===== config.mk =====
export PLATFORM = sky130hd
export DESIGN_NAME = pb_cmd_decoder
export DESIGN_NICKNAME = d
export VERILOG_FILES = /design/src/rtl/pbdec_pkg.sv /design/src/rtl/pbdec_ctrl.sv /design/src/rtl/pbdec_dp.sv /design/src/rtl/pb_cmd_decoder.sv
export SDC_FILE = /design/constraint.sdc
export NUM_CORES = 1
export LEC_CHECK = 0
export CAP_MARGIN = 20
export CELL_PAD_IN_SITES_DETAIL_PLACEMENT = 1
export CELL_PAD_IN_SITES_GLOBAL_PLACEMENT = 2
export CORE_MARGIN = 2
export CORE_UTILIZATION = 34
export DETAILED_ROUTE_END_ITERATION = 10
export PLACE_DENSITY_LB_ADDON = 0.1
export SYNTH_ARGS = -nofsm -noshare
export SYNTH_HDL_FRONTEND = slang
export SYNTH_SLANG_ARGS = --single-unit

===== constraint.sdc =====
create_clock -name clk -period 11.2 [get_ports clk]
set_input_delay 1.12 -clock clk [delete_from_list [all_inputs] [get_ports clk]]
set_output_delay 1.12 -clock clk [all_outputs]
set_load 0.02 [all_outputs]

===== src/rtl/pbdec_pkg.sv =====
package pbdec_pkg;
  localparam int WORD_W   = 32;
  localparam int METHOD_W = 13;
  localparam int SUBCH_W  = 3;
  localparam int COUNT_W  = 13;
  localparam int MODE_W   = 3;
  localparam int SUBCH_LSB = METHOD_W;
  localparam int COUNT_LSB = SUBCH_LSB + SUBCH_W;
  localparam int MODE_LSB  = COUNT_LSB + COUNT_W;

  typedef enum logic [MODE_W-1:0] {
    MODE_INC_OLD = 3'd0,
    MODE_INC     = 3'd1,
    MODE_FIX_OLD = 3'd2,
    MODE_FIX     = 3'd3,
    MODE_IMM     = 3'd4,
    MODE_ONCE    = 3'd5,
    MODE_BAD6    = 3'd6,
    MODE_BAD7    = 3'd7
  } modeT;

  // packed MSB first: mode | count | subchannel | method
  typedef struct packed {
    modeT                mode;
    logic [COUNT_W-1:0]  count;
    logic [SUBCH_W-1:0]  subch;
    logic [METHOD_W-1:0] method;
  } hdrT;

  typedef struct packed {
    logic loadHdr;  // latch header fields for an argument run
    logic loadArg;  // place an argument word in the output slot
    logic loadImm;  // place an inline header's value in the output slot
  } strobeT;
endpackage


===== src/rtl/pbdec_ctrl.sv =====
module pbdec_ctrl
  import pbdec_pkg::*;
#(
  parameter int LEN_W = 16
) (
  input  logic               clk,
  input  logic               rstN,
  input  logic               listStart,
  input  logic [LEN_W-1:0]   listLen,
  input  logic               wordValid,
  input  modeT               hdrMode,
  input  logic [COUNT_W-1:0] hdrCount,
  input  logic               slotFree,
  output logic               wordReady,
  output logic               busy,
  output strobeT             strobe,
  output logic               errBadMode,
  output logic               errTrunc
);
  localparam int CMP_W = (LEN_W > COUNT_W) ? LEN_W : COUNT_W;

  typedef enum logic [1:0] {PH_IDLE, PH_HDR, PH_ARG} phaseT;

  phaseT            phase;
  logic [LEN_W-1:0] wordsLeft;
  logic [LEN_W-1:0] argsLeft;

  logic             accept;
  logic [LEN_W-1:0] wordsAfter;
  logic             overrun;
  logic [LEN_W-1:0] takeArgs;
  logic             isBad;
  logic             isImm;
  logic             isRun;

  assign wordReady  = (phase != PH_IDLE) && slotFree;
  assign busy       = (phase != PH_IDLE);
  assign accept     = wordReady && wordValid;
  assign wordsAfter = wordsLeft - 1'b1;
  assign overrun    = CMP_W'(hdrCount) > CMP_W'(wordsAfter);
  assign takeArgs   = overrun ? wordsAfter : LEN_W'(hdrCount);
  assign isBad      = (hdrMode == MODE_BAD6) || (hdrMode == MODE_BAD7);
  assign isImm      = (hdrMode == MODE_IMM);
  assign isRun      = !isBad && !isImm;

  always_comb begin
    strobe         = '0;
    strobe.loadHdr = accept && (phase == PH_HDR) && isRun;
    strobe.loadImm = accept && (phase == PH_HDR) && isImm;
    strobe.loadArg = accept && (phase == PH_ARG);
  end

  always_ff @(posedge clk) begin
    if (!rstN) begin
      phase      <= PH_IDLE;
      wordsLeft  <= '0;
      argsLeft   <= '0;
      errBadMode <= 1'b0;
      errTrunc   <= 1'b0;
    end else begin
      errBadMode <= 1'b0;
      errTrunc   <= 1'b0;
      case (phase)
        PH_IDLE: begin
          if (listStart && (listLen != '0)) begin
            phase     <= PH_HDR;
            wordsLeft <= listLen;
          end
        end
        PH_HDR: begin
          if (accept) begin
            wordsLeft <= wordsAfter;
            if (isBad) errBadMode <= 1'b1;
            if (isRun) begin
              argsLeft <= takeArgs;
              errTrunc <= overrun;
            end
            if (wordsAfter == '0)                  phase <= PH_IDLE;
            else if (isRun && (takeArgs != '0))    phase <= PH_ARG;
            else                                   phase <= PH_HDR;
          end
        end
        PH_ARG: begin
          if (accept) begin
            wordsLeft <= wordsAfter;
            argsLeft  <= argsLeft - 1'b1;
            if (wordsAfter == '0)                  phase <= PH_IDLE;
            else if (argsLeft == LEN_W'(1))        phase <= PH_HDR;
          end
        end
        default: phase <= PH_IDLE;
      endcase
    end
  end
endmodule


===== src/rtl/pbdec_dp.sv =====
module pbdec_dp
  import pbdec_pkg::*;
(
  input  logic                clk,
  input  logic                rstN,
  input  strobeT              strobe,
  input  logic [WORD_W-1:0]   wordData,
  input  logic                wrReady,
  output logic                slotFree,
  output logic                wrValid,
  output logic [METHOD_W-1:0] wrMethod,
  output logic [SUBCH_W-1:0]  wrSubch,
  output logic [WORD_W-1:0]   wrValue
);
  hdrT                 hdr;
  logic [METHOD_W-1:0] baseMethod;
  logic [SUBCH_W-1:0]  curSubch;
  modeT                curMode;
  logic [METHOD_W-1:0] argIdx;
  logic [METHOD_W-1:0] argMethod;

  assign hdr      = hdrT'(wordData);
  assign slotFree = !wrValid || wrReady;

  always_comb begin
    case (curMode)
      MODE_FIX_OLD, MODE_FIX: argMethod = baseMethod;
      MODE_ONCE:              argMethod = (argIdx == '0) ? baseMethod : baseMethod + 1'b1;
      default:                argMethod = baseMethod + argIdx;
    endcase
  end

  always_ff @(posedge clk) begin
    if (!rstN) begin
      baseMethod <= '0;
      curSubch   <= '0;
      curMode    <= MODE_INC;
      argIdx     <= '0;
      wrValid    <= 1'b0;
      wrMethod   <= '0;
      wrSubch    <= '0;
      wrValue    <= '0;
    end else begin
      if (strobe.loadHdr) begin
        baseMethod <= hdr.method;
        curSubch   <= hdr.subch;
        curMode    <= hdr.mode;
        argIdx     <= '0;
      end
      if (strobe.loadArg) begin
        wrValid  <= 1'b1;
        wrMethod <= argMethod;
        wrSubch  <= curSubch;
        wrValue  <= wordData;
        argIdx   <= argIdx + 1'b1;
      end else if (strobe.loadImm) begin
        wrValid  <= 1'b1;
        wrMethod <= hdr.method;
        wrSubch  <= hdr.subch;
        wrValue  <= WORD_W'(hdr.count);
      end else if (wrReady) begin
        wrValid  <= 1'b0;
      end
    end
  end
endmodule


===== src/rtl/pb_cmd_decoder.sv =====
module pb_cmd_decoder
  import pbdec_pkg::*;
#(
  parameter int LEN_W = 16
) (
  input  logic                clk,
  input  logic                rstN,
  input  logic                listStart,
  input  logic [LEN_W-1:0]    listLen,
  input  logic                wordValid,
  output logic                wordReady,
  input  logic [WORD_W-1:0]   wordData,
  output logic                wrValid,
  input  logic                wrReady,
  output logic [METHOD_W-1:0] wrMethod,
  output logic [SUBCH_W-1:0]  wrSubch,
  output logic [WORD_W-1:0]   wrValue,
  output logic                busy,
  output logic                errBadMode,
  output logic                errTrunc
);
  strobeT strobe;
  logic   slotFree;

  pbdec_ctrl #(.LEN_W(LEN_W)) u_ctrl (
    .clk        (clk),
    .rstN       (rstN),
    .listStart  (listStart),
    .listLen    (listLen),
    .wordValid  (wordValid),
    .hdrMode    (modeT'(wordData[MODE_LSB +: MODE_W])),
    .hdrCount   (wordData[COUNT_LSB +: COUNT_W]),
    .slotFree   (slotFree),
    .wordReady  (wordReady),
    .busy       (busy),
    .strobe     (strobe),
    .errBadMode (errBadMode),
    .errTrunc   (errTrunc)
  );

  pbdec_dp u_dp (
    .clk      (clk),
    .rstN     (rstN),
    .strobe   (strobe),
    .wordData (wordData),
    .wrReady  (wrReady),
    .slotFree (slotFree),
    .wrValid  (wrValid),
    .wrMethod (wrMethod),
    .wrSubch  (wrSubch),
    .wrValue  (wrValue)
  );
endmodule


==> flow_summary.ini <==
[outcome]
run_status = complete, no violations

[floorplan]
starting_utilization_of_the_core_area_pct = 34.4
die_width_um = 152
die-height_um = 152
die_area_sq_mm = 0.0232
floorplan.rows = 54
core_area_sq_mm = 0.0218
pin_count = 106

[routing]
drcViolationCount = 0
drt-vias-per-instance = 5.74
vias = 7869
routed_wl_um = 29100
firstDrtPassIters = 5
dr.first_iter.drc_count = 448
final_antenna_net_count = 0
route.detailed.wl_per_inst_um = 21.2

[final_layout]
filler_cell_count = 2663
nets = 1168
final_core_utilization_pct = 43.1
final-seq-area_sq_mm = 0.00234
antenna_cells_inserted = 0
area_growth_syn_to_layout_pct = 25.1
multi_input_area_sq_mm = 0.00480
finish.instance_area_sq_mm = 0.00937
post_route_cells_drive_above_1_share_pct = 6.51

[placement]
port_buffers = 105
dp_hpwl_um = 20400
placement.cell_area_sq_mm = 0.00873
gp_congestion = 0.877

[sta]
min_period_ps = 4990
timing.final.max_slew_violations = 0
setup_tns_ps = 0
worst_slew_pin_slew_ps = 1020
fin_skew_ps = 13.9
final_worst_path_cycle_share_pct = 44.5
worst_slew_margin_rel_pct = 31.8
report.final.hold_viol_count = 0
max_freq_mhz = 201
unrepaired_setup_endpoints_after_global_routing = false
setup-violations-final = 0

[clock_tree]
cts_buffer_depth = 2
postCtsSetupRepairBufs = 0
post_cts_resize_count = 0
clk_pin_slew_worst_paths_ps = 70
cts_hold_buffers = 0
clkSinkCount = 117
clk_latency_ps = 440
clock_tree_from_tritoncts = done
numCtsBuffers = 17
cts-htree-levels = 4
cts.root.buffer_cell = clkbuf_16

[worst_setup_path]
worst-endpoint-required_ps = 11530
setup.worst_path.class = reg -> reg
worst_path_largest_cell_delay_ps = 640
arrival_ps = 5310
cell_family_with_most_cp_delay = simple AND/OR/NAND/NOR gates
critical_path_cell_list = inv_1 -> ha_1 -> nor3b_1 -> nand3_1 -> or3_2 -> xor2_1 -> ha_1 -> nand2_1 -> or3_1 -> a21oi_1 -> and3b_1 -> nor2_2 -> a2111oi_0 -> o31a_1
critPathLaunchType = register
worst-path-buf-inv = 1
cp_max_fo = 14
critPathMostFrequentCell = ha_1
endpoint_kind = register
cp_slowest_cell = nor3b_1

[synthesis]
synth_cell_type_count = 75
syn-num-nets = 1096
async_flop_share_pct = 0
post_synth.cell_area_avg_sq_um = 7.45
synth.area.top_cells = dfxtp_1 (31%), nand2_1 (8.0%), a21oi_1 (7.0%), ha_1 (6.0%), nor2_1 (4.4%)
postSynthCellCount = 1006
synth_top_cell_area_share_pct = 31.3
synth.ff_latch_count = 117
yosysWarningCount = 0
ys.flop_type = dfxtp_1
mappedNetlistArea_sq_mm = 0.00749
post-synth-top-area-cell = dfxtp_1
synth_seq_area_share_pct = 31.3
synth-edff-count = 0

[global_routing]
grt_overflow_total = 0
grt_pass1_vias = 7934
grt_pass1_wl_um = 46400
grt_antenna_before_repair = 0
grt_max_degree = 82
globalRouteTotalUtil_pct = 25.2

[pwr]
ir_drop_mv = 0.118
cellLeakagePower_nw = 3.33
pd_cells_mw_per_mm2 = 244

[job]
maxCapViolCount = 0

[min_path]
timing.hold.worst.class = reg -> reg
[cell usage in the layout, fill, tap and decap left out, drive strengths merged, types with 25 or more instances in the layout]
cell type / netlist / layout
a311oi: 25 / 25
nand3: 59 / 59
clkdlybuf4s50: 0 / 105
nand2: 160 / 160
dfxtp: 117 / 117
a21oi: 108 / 108
inv: 23 / 32
ha: 36 / 36
o21ai: 58 / 58
nor2: 89 / 89
[cell usage after synthesis (3+ instances only)]
| library cell | instances |
|---|---|
| nand2_1 | 160 |
| dfxtp_1 | 117 |
| a21oi_1 | 105 |
| nor2_1 | 88 |
| nand3_1 | 59 |
| o21ai_0 | 56 |
| clkbuf_1 | 51 |
| ha_1 | 36 |
| a311oi_1 | 25 |
| inv_1 | 22 |
| a211oi_1 | 18 |
| nor3_1 | 18 |
| nor4_1 | 16 |
| a31oi_1 | 15 |
| and3_1 | 13 |
| xnor2_1 | 13 |
| and2_1 | 12 |
| mux2i_1 | 12 |
| nand2b_1 | 12 |
| nand4_1 | 12 |
| a211o_1 | 11 |
| buf_1 | 7 |
| nor2b_1 | 7 |
| o211ai_1 | 7 |
| o31a_1 | 7 |
| o21a_1 | 6 |
| nand3b_1 | 5 |
| o31ai_1 | 5 |
| or3_1 | 5 |
| a21boi_0 | 4 |
| a22oi_1 | 4 |
| buf_2 | 4 |
| xor2_1 | 4 |
| a2111oi_4 | 3 |
| a21oi_2 | 3 |
| and4_1 | 3 |
| o2111ai_1 | 3 |
| o21bai_1 | 3 |
| o221a_2 | 3 |
| o22ai_1 | 3 |
| or2_2 | 3 |
| or3b_2 | 3 |
| or4_1 | 3 |
[cell families (layout without fill, tap and decap cells)]
logic type / count (synthesis) / in the layout / share of synthesized area, %
multiplexers: 12 / 12 / 1.60
adder cells (fa/ha/maj): 37 / 37 / 6.28
XOR/XNOR: 17 / 17 / 1.99
AO/OA/AOI/OAI: 304 / 304 / 27.1
AND/OR/NAND/NOR: 430 / 430 / 27.0
flip-flops: 117 / 117 / 31.3
buffers and inverters: 89 / 174 / 4.78
[through the flow]
stage	setup WS [ps]	hold slack (ps)	total power [mW]	cells
global route	5830	493	2.44	1371
finish	6210	465	2.28	1371
global placement	6480	447	1.66	1339
detailed placement	6280	454	1.67	1339
floorplan	6980	437	1.35	1006
CTS	6250	464	2.29	1371
[metal layers]
layer	global-route usage, %	up-vias	part of all wire [%]
met2	38.8	160	44
met4	6.22	0	1.2
li1	-	3824	-
met1	36.3	3862	50
met5	0	-	0
met3	4.92	23	4.6
[layout make-up]
type                            count  area share [%]
Clock buffer                       17            4.54
Sequential cell                   117            25.0
Timing Repair Buffer              118            12.3
Clock inverter                     15            2.26
Inverter                           24           0.962
Tap cell                          280            3.74
Multi-Input combinational cell    800            51.2
[sequential cells by signal, summed over array words and instances (netlist names)]
signal / cells
u_dp.wrMethod: 13
u_dp.baseMethod: 13
u_dp.argIdx: 13
u_ctrl.errBadMode: 1
u_ctrl.wordsLeft: 16
u_ctrl.phase: 2
u_dp.wrValue: 32
u_ctrl.errTrunc: 1
u_dp.curSubch: 3
u_dp.wrValid: 1
u_dp.curMode: 3
u_ctrl.argsLeft: 16
u_dp.wrSubch: 3
[final timing paths]
kind / depth (start not counted) / slack (ps) / start / end
worst max register to register: 14 / 6210 / u_ctrl.wordsLeft[0] / u_ctrl.argsLeft[0]
worst min-delay path: 2 / 470 / u_dp.curSubch[0] / u_dp.curSubch[0]
worst min register to register: 2 / 470 / u_dp.curSubch[0] / u_dp.curSubch[0]
worst max-delay path: 14 / 6210 / u_ctrl.wordsLeft[0] / u_ctrl.argsLeft[0]
[power breakdown]
| group | internal [mW] | switching, mW | total [mW] | leakage (nW) |
|---|---|---|---|---|
| clock network | 0.362 | 0.242 | 0.604 | 0.310 |
| registers | 0.474 | 0.0950 | 0.569 | 0.947 |
| logic | 0.396 | 0.714 | 1.11 | 2.08 |
| total | 1.23 | 1.05 | 2.28 | 3.33 |
[tightest hold or removal path: cells and delay by family, from the launching register on]
kind             cells  cell delay (ps)
flip-flops           1              310
AO/OA/AOI/OAI        1               50
AND/OR/NAND/NOR      1               50
(Power assumes the default switching activity.)
